===== src/rtl/mcd_pkg.sv =====
package mcd_pkg;
  localparam int XLEN = 32;

  localparam logic [1:0] MODE_ADD   = 2'd0;
  localparam logic [1:0] MODE_SUB   = 2'd1;
  localparam logic [1:0] MODE_FIELD = 2'd2;

  localparam logic [5:0] FN_ADD = 6'h20;
  localparam logic [5:0] FN_SUB = 6'h22;
  localparam logic [5:0] FN_AND = 6'h24;
  localparam logic [5:0] FN_OR  = 6'h25;
  localparam logic [5:0] FN_SLT = 6'h2A;

  localparam logic [XLEN-1:0] EXC_VECTOR = 32'h8000_0180;

  typedef enum logic [2:0] {
    OP_ADD,
    OP_SUB,
    OP_AND,
    OP_OR,
    OP_SLT
  } alu_op_e;
endpackage


===== src/rtl/mcd_alu.sv =====
module mcd_alu
  import mcd_pkg::*;
#(
  parameter int W = XLEN
) (
  input  logic [W-1:0] opa,
  input  logic [W-1:0] opb,
  input  logic [1:0]   mode,
  input  logic [5:0]   fn,
  output logic [W-1:0] y,
  output logic         zero,
  output logic         ovf
);
  alu_op_e      op;
  logic [W-1:0] sum, diff;
  logic         lt;

  // operation decode: class first, then the function field
  always_comb begin
    op = OP_ADD;
    case (mode)
      MODE_SUB:   op = OP_SUB;
      MODE_FIELD: begin
        case (fn)
          FN_SUB:  op = OP_SUB;
          FN_AND:  op = OP_AND;
          FN_OR:   op = OP_OR;
          FN_SLT:  op = OP_SLT;
          default: op = OP_ADD;
        endcase
      end
      default:    op = OP_ADD;
    endcase
  end

  assign sum  = opa + opb;
  assign diff = opa - opb;
  assign lt   = $signed(opa) < $signed(opb);

  always_comb begin
    case (op)
      OP_SUB:  y = diff;
      OP_AND:  y = opa & opb;
      OP_OR:   y = opa | opb;
      OP_SLT:  y = {{(W-1){1'b0}}, lt};
      default: y = sum;
    endcase
  end

  always_comb begin
    case (op)
      OP_ADD:  ovf = (opa[W-1] == opb[W-1]) && (sum[W-1] != opa[W-1]);
      OP_SUB:  ovf = (opa[W-1] != opb[W-1]) && (diff[W-1] != opa[W-1]);
      default: ovf = 1'b0;
    endcase
  end

  assign zero = (y == '0);
endmodule


===== src/rtl/mcd_regfile.sv =====
module mcd_regfile #(
  parameter int W     = 32,
  parameter int DEPTH = 32,
  localparam int AW   = $clog2(DEPTH)
) (
  input  logic          clk,
  input  logic          rst_n,
  input  logic [AW-1:0] ra1,
  input  logic [AW-1:0] ra2,
  output logic [W-1:0]  rd1,
  output logic [W-1:0]  rd2,
  input  logic          we,
  input  logic [AW-1:0] wa,
  input  logic [W-1:0]  wd
);
  logic [W-1:0] regs [DEPTH];

  for (genvar g = 0; g < DEPTH; g++) begin : g_reg
    logic hit;
    assign hit = we && (wa == AW'(g)) && (g != 0);
    always_ff @(posedge clk or negedge rst_n) begin
      if (!rst_n)   regs[g] <= '0;
      else if (hit) regs[g] <= wd;
    end
  end

  assign rd1 = (ra1 == '0) ? '0 : regs[ra1];
  assign rd2 = (ra2 == '0) ? '0 : regs[ra2];
endmodule


===== src/rtl/mcd_mem.sv =====
module mcd_mem #(
  parameter int W     = 32,
  parameter int WORDS = 64,
  localparam int IW   = $clog2(WORDS)
) (
  input  logic         clk,
  input  logic [W-1:0] addr,
  output logic [W-1:0] rdata,
  input  logic         we,
  input  logic [W-1:0] wdata
);
  logic [W-1:0]  mem_q [WORDS];
  logic [IW-1:0] idx;
  logic          unused_addr_bits;

  assign idx              = addr[IW+1:2];
  assign unused_addr_bits = ^{addr[W-1:IW+2], addr[1:0]};
  assign rdata            = mem_q[idx];

  always_ff @(posedge clk) begin
    if (we) mem_q[idx] <= wdata;
  end
endmodule


===== src/rtl/mc_datapath.sv =====
module mc_datapath
  import mcd_pkg::*;
#(
  parameter int MEM_WORDS = 64,
  parameter int RF_DEPTH  = 32
) (
  input  logic            clk,
  input  logic            rst_n,
  input  logic            sel_addr,
  input  logic            sel_opa,
  input  logic [1:0]      sel_opb,
  input  logic [1:0]      alu_mode,
  input  logic [1:0]      sel_pc,
  input  logic            pc_we,
  input  logic            pc_we_cond,
  input  logic            ir_we,
  input  logic            mem_we,
  input  logic            rf_we,
  input  logic            sel_dst,
  input  logic            sel_wb,
  output logic [5:0]      opcode,
  output logic [5:0]      funct,
  output logic            alu_zero,
  output logic            alu_ovf,
  output logic [XLEN-1:0] pc_out,
  output logic [XLEN-1:0] alu_res
);
  localparam int RAW = $clog2(RF_DEPTH);

  logic [XLEN-1:0] pc_q, ir_q, mdr_q, a_q, b_q, aout_q;
  logic [XLEN-1:0] pc_d, ir_d;
  logic [XLEN-1:0] mem_addr, mem_rdata, rf_rd1, rf_rd2;
  logic [XLEN-1:0] imm_sx, imm_sh, opa, opb, jump_tgt, pc_src, rf_wd;
  logic [RAW-1:0]  rf_wa;
  logic            pc_load;

  // shared memory: fetch or data access
  assign mem_addr = sel_addr ? aout_q : pc_q;

  mcd_mem #(.W(XLEN), .WORDS(MEM_WORDS)) u_mem (
    .clk   (clk),
    .addr  (mem_addr),
    .rdata (mem_rdata),
    .we    (mem_we),
    .wdata (b_q)
  );

  // register file
  assign rf_wa = sel_dst ? RAW'(ir_q[15:11]) : RAW'(ir_q[20:16]);
  assign rf_wd = sel_wb ? mdr_q : aout_q;

  mcd_regfile #(.W(XLEN), .DEPTH(RF_DEPTH)) u_rf (
    .clk   (clk),
    .rst_n (rst_n),
    .ra1   (RAW'(ir_q[25:21])),
    .ra2   (RAW'(ir_q[20:16])),
    .rd1   (rf_rd1),
    .rd2   (rf_rd2),
    .we    (rf_we),
    .wa    (rf_wa),
    .wd    (rf_wd)
  );

  // operand selection
  assign imm_sx = {{(XLEN-16){ir_q[15]}}, ir_q[15:0]};
  assign imm_sh = {imm_sx[XLEN-3:0], 2'b00};
  assign opa    = sel_opa ? a_q : pc_q;

  always_comb begin
    case (sel_opb)
      2'd0:    opb = b_q;
      2'd1:    opb = XLEN'(4);
      2'd2:    opb = imm_sx;
      default: opb = imm_sh;
    endcase
  end

  mcd_alu #(.W(XLEN)) u_alu (
    .opa  (opa),
    .opb  (opb),
    .mode (alu_mode),
    .fn   (ir_q[5:0]),
    .y    (alu_res),
    .zero (alu_zero),
    .ovf  (alu_ovf)
  );

  // next program counter
  assign jump_tgt = {pc_q[XLEN-1:XLEN-4], ir_q[25:0], 2'b00};

  always_comb begin
    case (sel_pc)
      2'd0:    pc_src = alu_res;
      2'd1:    pc_src = aout_q;
      2'd2:    pc_src = jump_tgt;
      default: pc_src = EXC_VECTOR;
    endcase
  end

  assign pc_load = pc_we | (pc_we_cond & alu_zero);

  always_comb begin
    pc_d = pc_q;
    ir_d = ir_q;
    if (pc_load) pc_d = pc_src;
    if (ir_we)   ir_d = mem_rdata;
  end

  always_ff @(posedge clk or negedge rst_n) begin
    if (!rst_n) begin
      pc_q   <= '0;
      ir_q   <= '0;
      mdr_q  <= '0;
      a_q    <= '0;
      b_q    <= '0;
      aout_q <= '0;
    end else begin
      pc_q   <= pc_d;
      ir_q   <= ir_d;
      mdr_q  <= mem_rdata;
      a_q    <= rf_rd1;
      b_q    <= rf_rd2;
      aout_q <= alu_res;
    end
  end

  assign opcode = ir_q[31:26];
  assign funct  = ir_q[5:0];
  assign pc_out = pc_q;

  // no write request keeps the program counter
  p_pc_hold_r10: assert property (@(posedge clk) disable iff (!rst_n)
    (!pc_we && !pc_we_cond) |=> $stable(pc_q));

  // conditional write with nonzero result keeps the program counter
  p_pc_cond_r10: assert property (@(posedge clk) disable iff (!rst_n)
    (pc_we_cond && !pc_we && !alu_zero) |=> $stable(pc_q));

  // instruction register holds without its enable
  p_ir_hold_r2: assert property (@(posedge clk) disable iff (!rst_n)
    !ir_we |=> $stable(ir_q));

  // register 0 reads as zero into A
  p_r0_zero_r11: assert property (@(posedge clk) disable iff (!rst_n)
    (ir_q[25:21] == 5'd0) |=> (a_q == '0));

  // jump stays in the current 256 MB region, word aligned
  p_jump_region_r9: assert property (@(posedge clk) disable iff (!rst_n)
    (pc_we && sel_pc == 2'd2) |=>
      (pc_q[1:0] == 2'b00) && (pc_q[XLEN-1:XLEN-4] == $past(pc_q[XLEN-1:XLEN-4])));

  // vector select lands on the fixed handler address
  p_vector_r9: assert property (@(posedge clk) disable iff (!rst_n)
    (pc_we && sel_pc == 2'd3) |=> (pc_q == EXC_VECTOR));
endmodule


===== config.mk =====
export PLATFORM = sky130hd
export DESIGN_NAME = mc_datapath
export DESIGN_NICKNAME = d
export VERILOG_FILES = /design/src/rtl/mcd_pkg.sv /design/src/rtl/mcd_alu.sv /design/src/rtl/mcd_regfile.sv /design/src/rtl/mcd_mem.sv /design/src/rtl/mc_datapath.sv
export SDC_FILE = /design/constraint.sdc
export NUM_CORES = 2
export LEC_CHECK = 0
export BUFFER_PORTS_ARGS = -buffer_cell sky130_fd_sc_hd__buf_4
export CAP_MARGIN = 20
export CELL_PAD_IN_SITES_DETAIL_PLACEMENT = 2
export CELL_PAD_IN_SITES_GLOBAL_PLACEMENT = 2
export CORE_MARGIN = 4
export CORE_UTILIZATION = 48
export CTS_BUF_LIST = sky130_fd_sc_hd__clkbuf_8
export CTS_CLUSTER_DIAMETER = 30
export CTS_CLUSTER_SIZE = 8
export DETAILED_ROUTE_END_ITERATION = 12
export GPL_TIMING_DRIVEN = 0
export MAX_ROUTING_LAYER = met4
export PLACE_DENSITY = 0.81
export RECOVER_POWER = 100
export SYNTH_ARGS = -nofsm -noshare
export SYNTH_HDL_FRONTEND = slang
export SYNTH_SLANG_ARGS = --single-unit
export TNS_END_PERCENT = 30

===== constraint.sdc =====
create_clock -name clk -period 6.2 [get_ports clk]
set_input_delay 0 -clock clk [delete_from_list [all_inputs] [get_ports clk]]
set_output_delay 0 -clock clk [all_outputs]
set_load 0.02 [all_outputs]

==> run metrics, run 1 <==
num rows 196; io pins 95; Syn Inst Count 9,641; cell taking the most area after synthesis edfxtp_1; Cell Area, Synth 0.138 sq mm; share of synthesized flip-flops with an asynchronous set or reset 0.366; Syn Area/Cell 14.3 sq um; post-synth top area share 0.446; Ys Warns 0; Fail Step detailed placement; die height 544 um; Seq/Total Area, Yosys 0.661; Port Buf Inserts 87; initial core utilization 0.483; ys flop type edfxtp_1; Final GP Congestion 0.993; HPWL after detailed placement 618,000 um; Synth Net Count 9,758; status did not finish; Die Wd 544 um; count of cell types in the netlist 84; top post-synthesis cells by area edfxtp_1, dfrtp_1, mux4_2, a21oi_1, a22oi_1; Error [ERROR DPL-0033] detailed placement checks failed during check placement.; EDFF count, synth 2,048; Synth Register Bits 3,232
per-stage QoR:
step | std cells | hold slack, ps | worst slack, ps | instance area, sq um
global placement | 13500 | 383 | -9430 | 143000
floorplan | 9641 | -296 | 775 | 138000
logic make-up after synthesis:
family,share of synthesized area
mux,0.118
simple gates,0.0520
compound gates,0.134
xor+xnor,0.000127
flops,0.661
fa+ha+maj,0.00918
buf+inv,0.0260
Yosys cell counts, drive strengths merged, types with 21 or more instances:
| cell type | number |
|---|---|
| edfxtp | 2048 |
| dfrtp | 1184 |
| nor2 | 1178 |
| a21oi | 1124 |
| a22oi | 690 |
| clkbuf | 648 |
| mux4 | 576 |
| mux2 | 228 |
| a22o | 204 |
| nand2 | 202 |
| buf | 177 |
| o21ai | 167 |
| a221oi | 144 |
| inv | 107 |
| a31oi | 106 |
| ha | 98 |
| nand4 | 74 |
| mux2i | 69 |
| a222oi | 58 |
| nand3 | 54 |
| a41oi | 51 |
| o211ai | 37 |
| nor3 | 36 |
| a21o | 32 |
| nand2b | 25 |
| nor4 | 23 |
| o2111ai | 21 |
==> run 2, diff against run 1 <==
--- a/config.mk
+++ b/config.mk
@@ -7,17 +7,11 @@
 export LEC_CHECK = 0
 export BUFFER_PORTS_ARGS = -buffer_cell sky130_fd_sc_hd__buf_4
 export CAP_MARGIN = 20
-export CELL_PAD_IN_SITES_DETAIL_PLACEMENT = 2
-export CELL_PAD_IN_SITES_GLOBAL_PLACEMENT = 2
 export CORE_MARGIN = 4
-export CORE_UTILIZATION = 48
-export CTS_BUF_LIST = sky130_fd_sc_hd__clkbuf_8
-export CTS_CLUSTER_DIAMETER = 30
-export CTS_CLUSTER_SIZE = 8
+export CORE_UTILIZATION = 40
 export DETAILED_ROUTE_END_ITERATION = 12
 export GPL_TIMING_DRIVEN = 0
-export MAX_ROUTING_LAYER = met4
-export PLACE_DENSITY = 0.81
+export PLACE_DENSITY_LB_ADDON = 0.15
 export RECOVER_POWER = 100
 export SYNTH_ARGS = -nofsm -noshare
 export SYNTH_HDL_FRONTEND = slang
==> run 2 against run 1 <==
Net effect:
- the flow now finishes, with violations (capacitance limit, slew limit, setup timing)
- area after synthesis stayed put
- synthesized cell count unchanged
==> run metrics, run 2 <==
hold crit path type input port to flip-flop; Placement Setup Slack -994 ps; clock sink total 3,232; Seq/Total Area, Yosys 0.661 (unchanged); period utilization 1.04; first-pass GRT wire length 899,000 um; Iteration-0 DRC Markers 19,200; Leak Pwr 0.0578 uW; Finished Layout Cells 15,400; Synth Register Bits 3,232 (unchanged); DRC viols 0; top flop regs u_mem.mem_q: 2048 flops, u_rf.regs: 992 flops; Cell Area, Synth 0.138 sq mm (unchanged); data required time at the worst endpoint 7060 ps; commonest non-fill, non-tap cells in the layout edfxtp_1, dfrtp_1, a21oi_1; count of cell types in the netlist 84 (unchanged); Syn Area/Cell 14.3 sq um (unchanged); WL per Instance 44.3 um; Port Buf Inserts 87 (unchanged); top post-synthesis cells by area edfxtp_1, dfrtp_1, mux4_2, a21oi_1, a22oi_1; R2R setup slack -250 ps; layout cells sized above 1 0.185; gr busiest metal met2; Synth top cells by count edfxtp_1, dfrtp_1, nor2_1; Hold Path Depth 7; die height 595 um (+9.4%); EDFF count, synth 2,048 (unchanged); Syn Inst Count 9,641 (unchanged); worst slew pin tran 4770 ps; First-pass DRT Iterations 6; maximum clock rate 155 MHz; most frequent cell after synthesis edfxtp_1; Antenna Nets Post-Route 0; failing checks capacitance limit, slew limit, setup timing; Final GP Congestion 0.952 (-4.1%); met2 Usage GRT 0.555; vias in the first global route 98,700; largest family of logic cells by synthesized area compound AO/OA/AOI/OAI gates; type of origin of the critical path flip-flop; Ys Warns 0 (unchanged); GR met3 Demand/Resource 0.120; ys flop type edfxtp_1; simple-gate area share of the yosys netlist 0.0520 (unchanged); fin. max-slew vios 2,040; num rows 215 (+9.7%); via count 105,000; total CTS buffers 355; DP Cell Count 14,600; area occupied by multi-input gates 0.0440 sq mm; post-synth top area share 0.446 (unchanged); largest net degree at the start of global routing 171; HPWL after detailed placement 491,000 um (-21%); routed wire length 684,000 um; GR Layer Usage met1 0.469; Final Hold Fails 0; commonest non-fill, non-tap cell in the layout edfxtp_1; GRT Total Usage 0.375; mux cell area share after synthesis 0.118 (unchanged); CTS tree built; Critical Path AT 7310 ps; CTS Root Cell clkbuf_16; Biggest register u_mem.mem_q; max-cap violations 35; Crit Reg-Reg Startpoint pc_out[4]$_DFFE_PN0P_; Setup crit end kind flip-flop; initial core utilization 0.402 (-0.0810); cell taking the most area after synthesis edfxtp_1; Tmin final 6450 ps; H-tree depth 5; area delta synth->final 18.4%; worst-path fanout max 10; die area 0.354 sq mm; final setup vio count 39; HP Start sel_dst; FF/Latch Area 0.0912 sq mm; Reg-to-Reg End ir_q[16]$_DFFE_PN0P_; Die Wd 595 um (+9.4%); critical path class flip-flop to flip-flop; Fillers 30,000; post-synthesis compound-gate area fraction 0.134 (unchanged); setup skew after layout 129 ps; insertion delay to the later sink of the worst-skew pair 1030 ps; Worst-path clk slew 60 ps; setup ws final -254 ps; Pwr Density 605 mW/mm^2; clk buf depth 4; setup_tns -2630 ps; max reg flops 2,048; Slew headroom -2.18; post-DR vias/cell 6.83; Hold Path Sink u_rf.regs[546]$_DFFE_PN0P_; VDD IR-drop max 0.297 mV; Register-to-Register Path Depth 12; Synth Net Count 9,758 (unchanged); NumNets Final 10,600; RSZ-0062 raised after global routing true; total grt overflow 0; status complete, but fails checks; xor and xnor area share after synthesis 0.000127 (unchanged); area of the core 0.343 sq mm; io pins 95 (unchanged); initial antenna violation count 77; share of synthesized flip-flops with an asynchronous set or reset 0.366 (unchanged); area share of fa/ha/maj cells after synthesis 0.00918 (unchanged); final hold slack 51.0 ps
-- run 2: layer usage --
layer	vias to the layer above	wire (um)
met5	-	224
met4	34	58000
met3	2173	91200
met2	9139	297000
met1	54400	237000
li1	39700	-
-- run 2: metrics by stage --
| stage | power (uW) | util | instance area, sq um |
|---|---|---|---|
| floorplan | 52700 | - | 138000 |
| global placement | 72500 | 0.420 | 144000 |
| detailed placement | 75000 | 0.440 | 151000 |
| CTS | 96800 | 0.476 | 163000 |
| global route | 100000 | 0.476 | 163000 |
| finish | 98700 | 0.476 | 163000 |
-- run 2: worst max path at each step --
stage | slack [ps] | cells past startpoint | startpoint | end
after global placement | -9340 | 1 | rst_n | u_rf.regs[313]$_DFFE_PN0P_
after detailed placement | -990 | 11 | aout_q[2]$_DFF_PN0_ | u_mem.mem_q[59][7]$_DFFE_PP_
after global routing | -220 | 17 | ir_q[5]$_DFFE_PN0P_ | alu_zero
final | -250 | 12 | pc_out[4]$_DFFE_PN0P_ | ir_q[16]$_DFFE_PN0P_
after floorplan | 780 | 17 | b_q[1]$_DFF_PN0_ | pc_out[18]$_DFFE_PN0P_
after CTS | -260 | 16 | ir_q[4]$_DFFE_PN0P_ | alu_zero
-- run 2: timing repair --
action                                  CTS  global route
setup buffers                            28             2
resized for setup                        66            48
setup endpoints to repair              1971           119
gates cloned                              0             0
endpoints found under the hold margin   631             1
hold buffers                             13             1
pin swaps                                17             3
-- run 2: final cells by class --
type                            count  share of cell area
Clock inverter                    160              0.0106
Antenna cell                      101             0.00155
Multi-Input combinational cell   5476               0.270
Inverter                          108             0.00248
Sequential cell                  3232               0.558
Buffer                            817              0.0203
Timing Repair Buffer              500              0.0410
Clock buffer                      489              0.0613
Tap cell                         4557              0.0349
-- run 2: logic make-up (layout without fill, tap and decap cells) --
| kind of cell | Yosys count | after routing |
|---|---|---|
| multiplexers | 873 | 873 |
| AND/OR/NAND/NOR | 1702 | 1702 |
| buffers and inverters | 933 | 2074 |
| XOR/XNOR | 2 | 2 |
| flip-flops | 3232 | 3232 |
| other | 0 | 101 |
| adder cells (fa/ha/maj) | 100 | 100 |
| AO/OA/AOI/OAI | 2799 | 2799 |
-- run 2: critical path, cell delays in order, from the launching register on --
cell and delay, ps:
dfrtp_1 550, nand2b_1 240, o21ai_2 510, and2_1 210, clkbuf_1 540, clkbuf_1 960, clkbuf_1 710, clkbuf_1 900
a22oi_1 180, nand4_1 280, a21oi_1 120, o211ai_1 740, mux2_2 290
-- run 2: power by group --
part,internal [uW],switching [uW],leakage [uW]
sequential,29000,4030,0.0335
clock,12600,9150,0.00573
combinational,14400,29600,0.0185
total,56000,42800,0.0578
(Power assumes the default switching activity.)
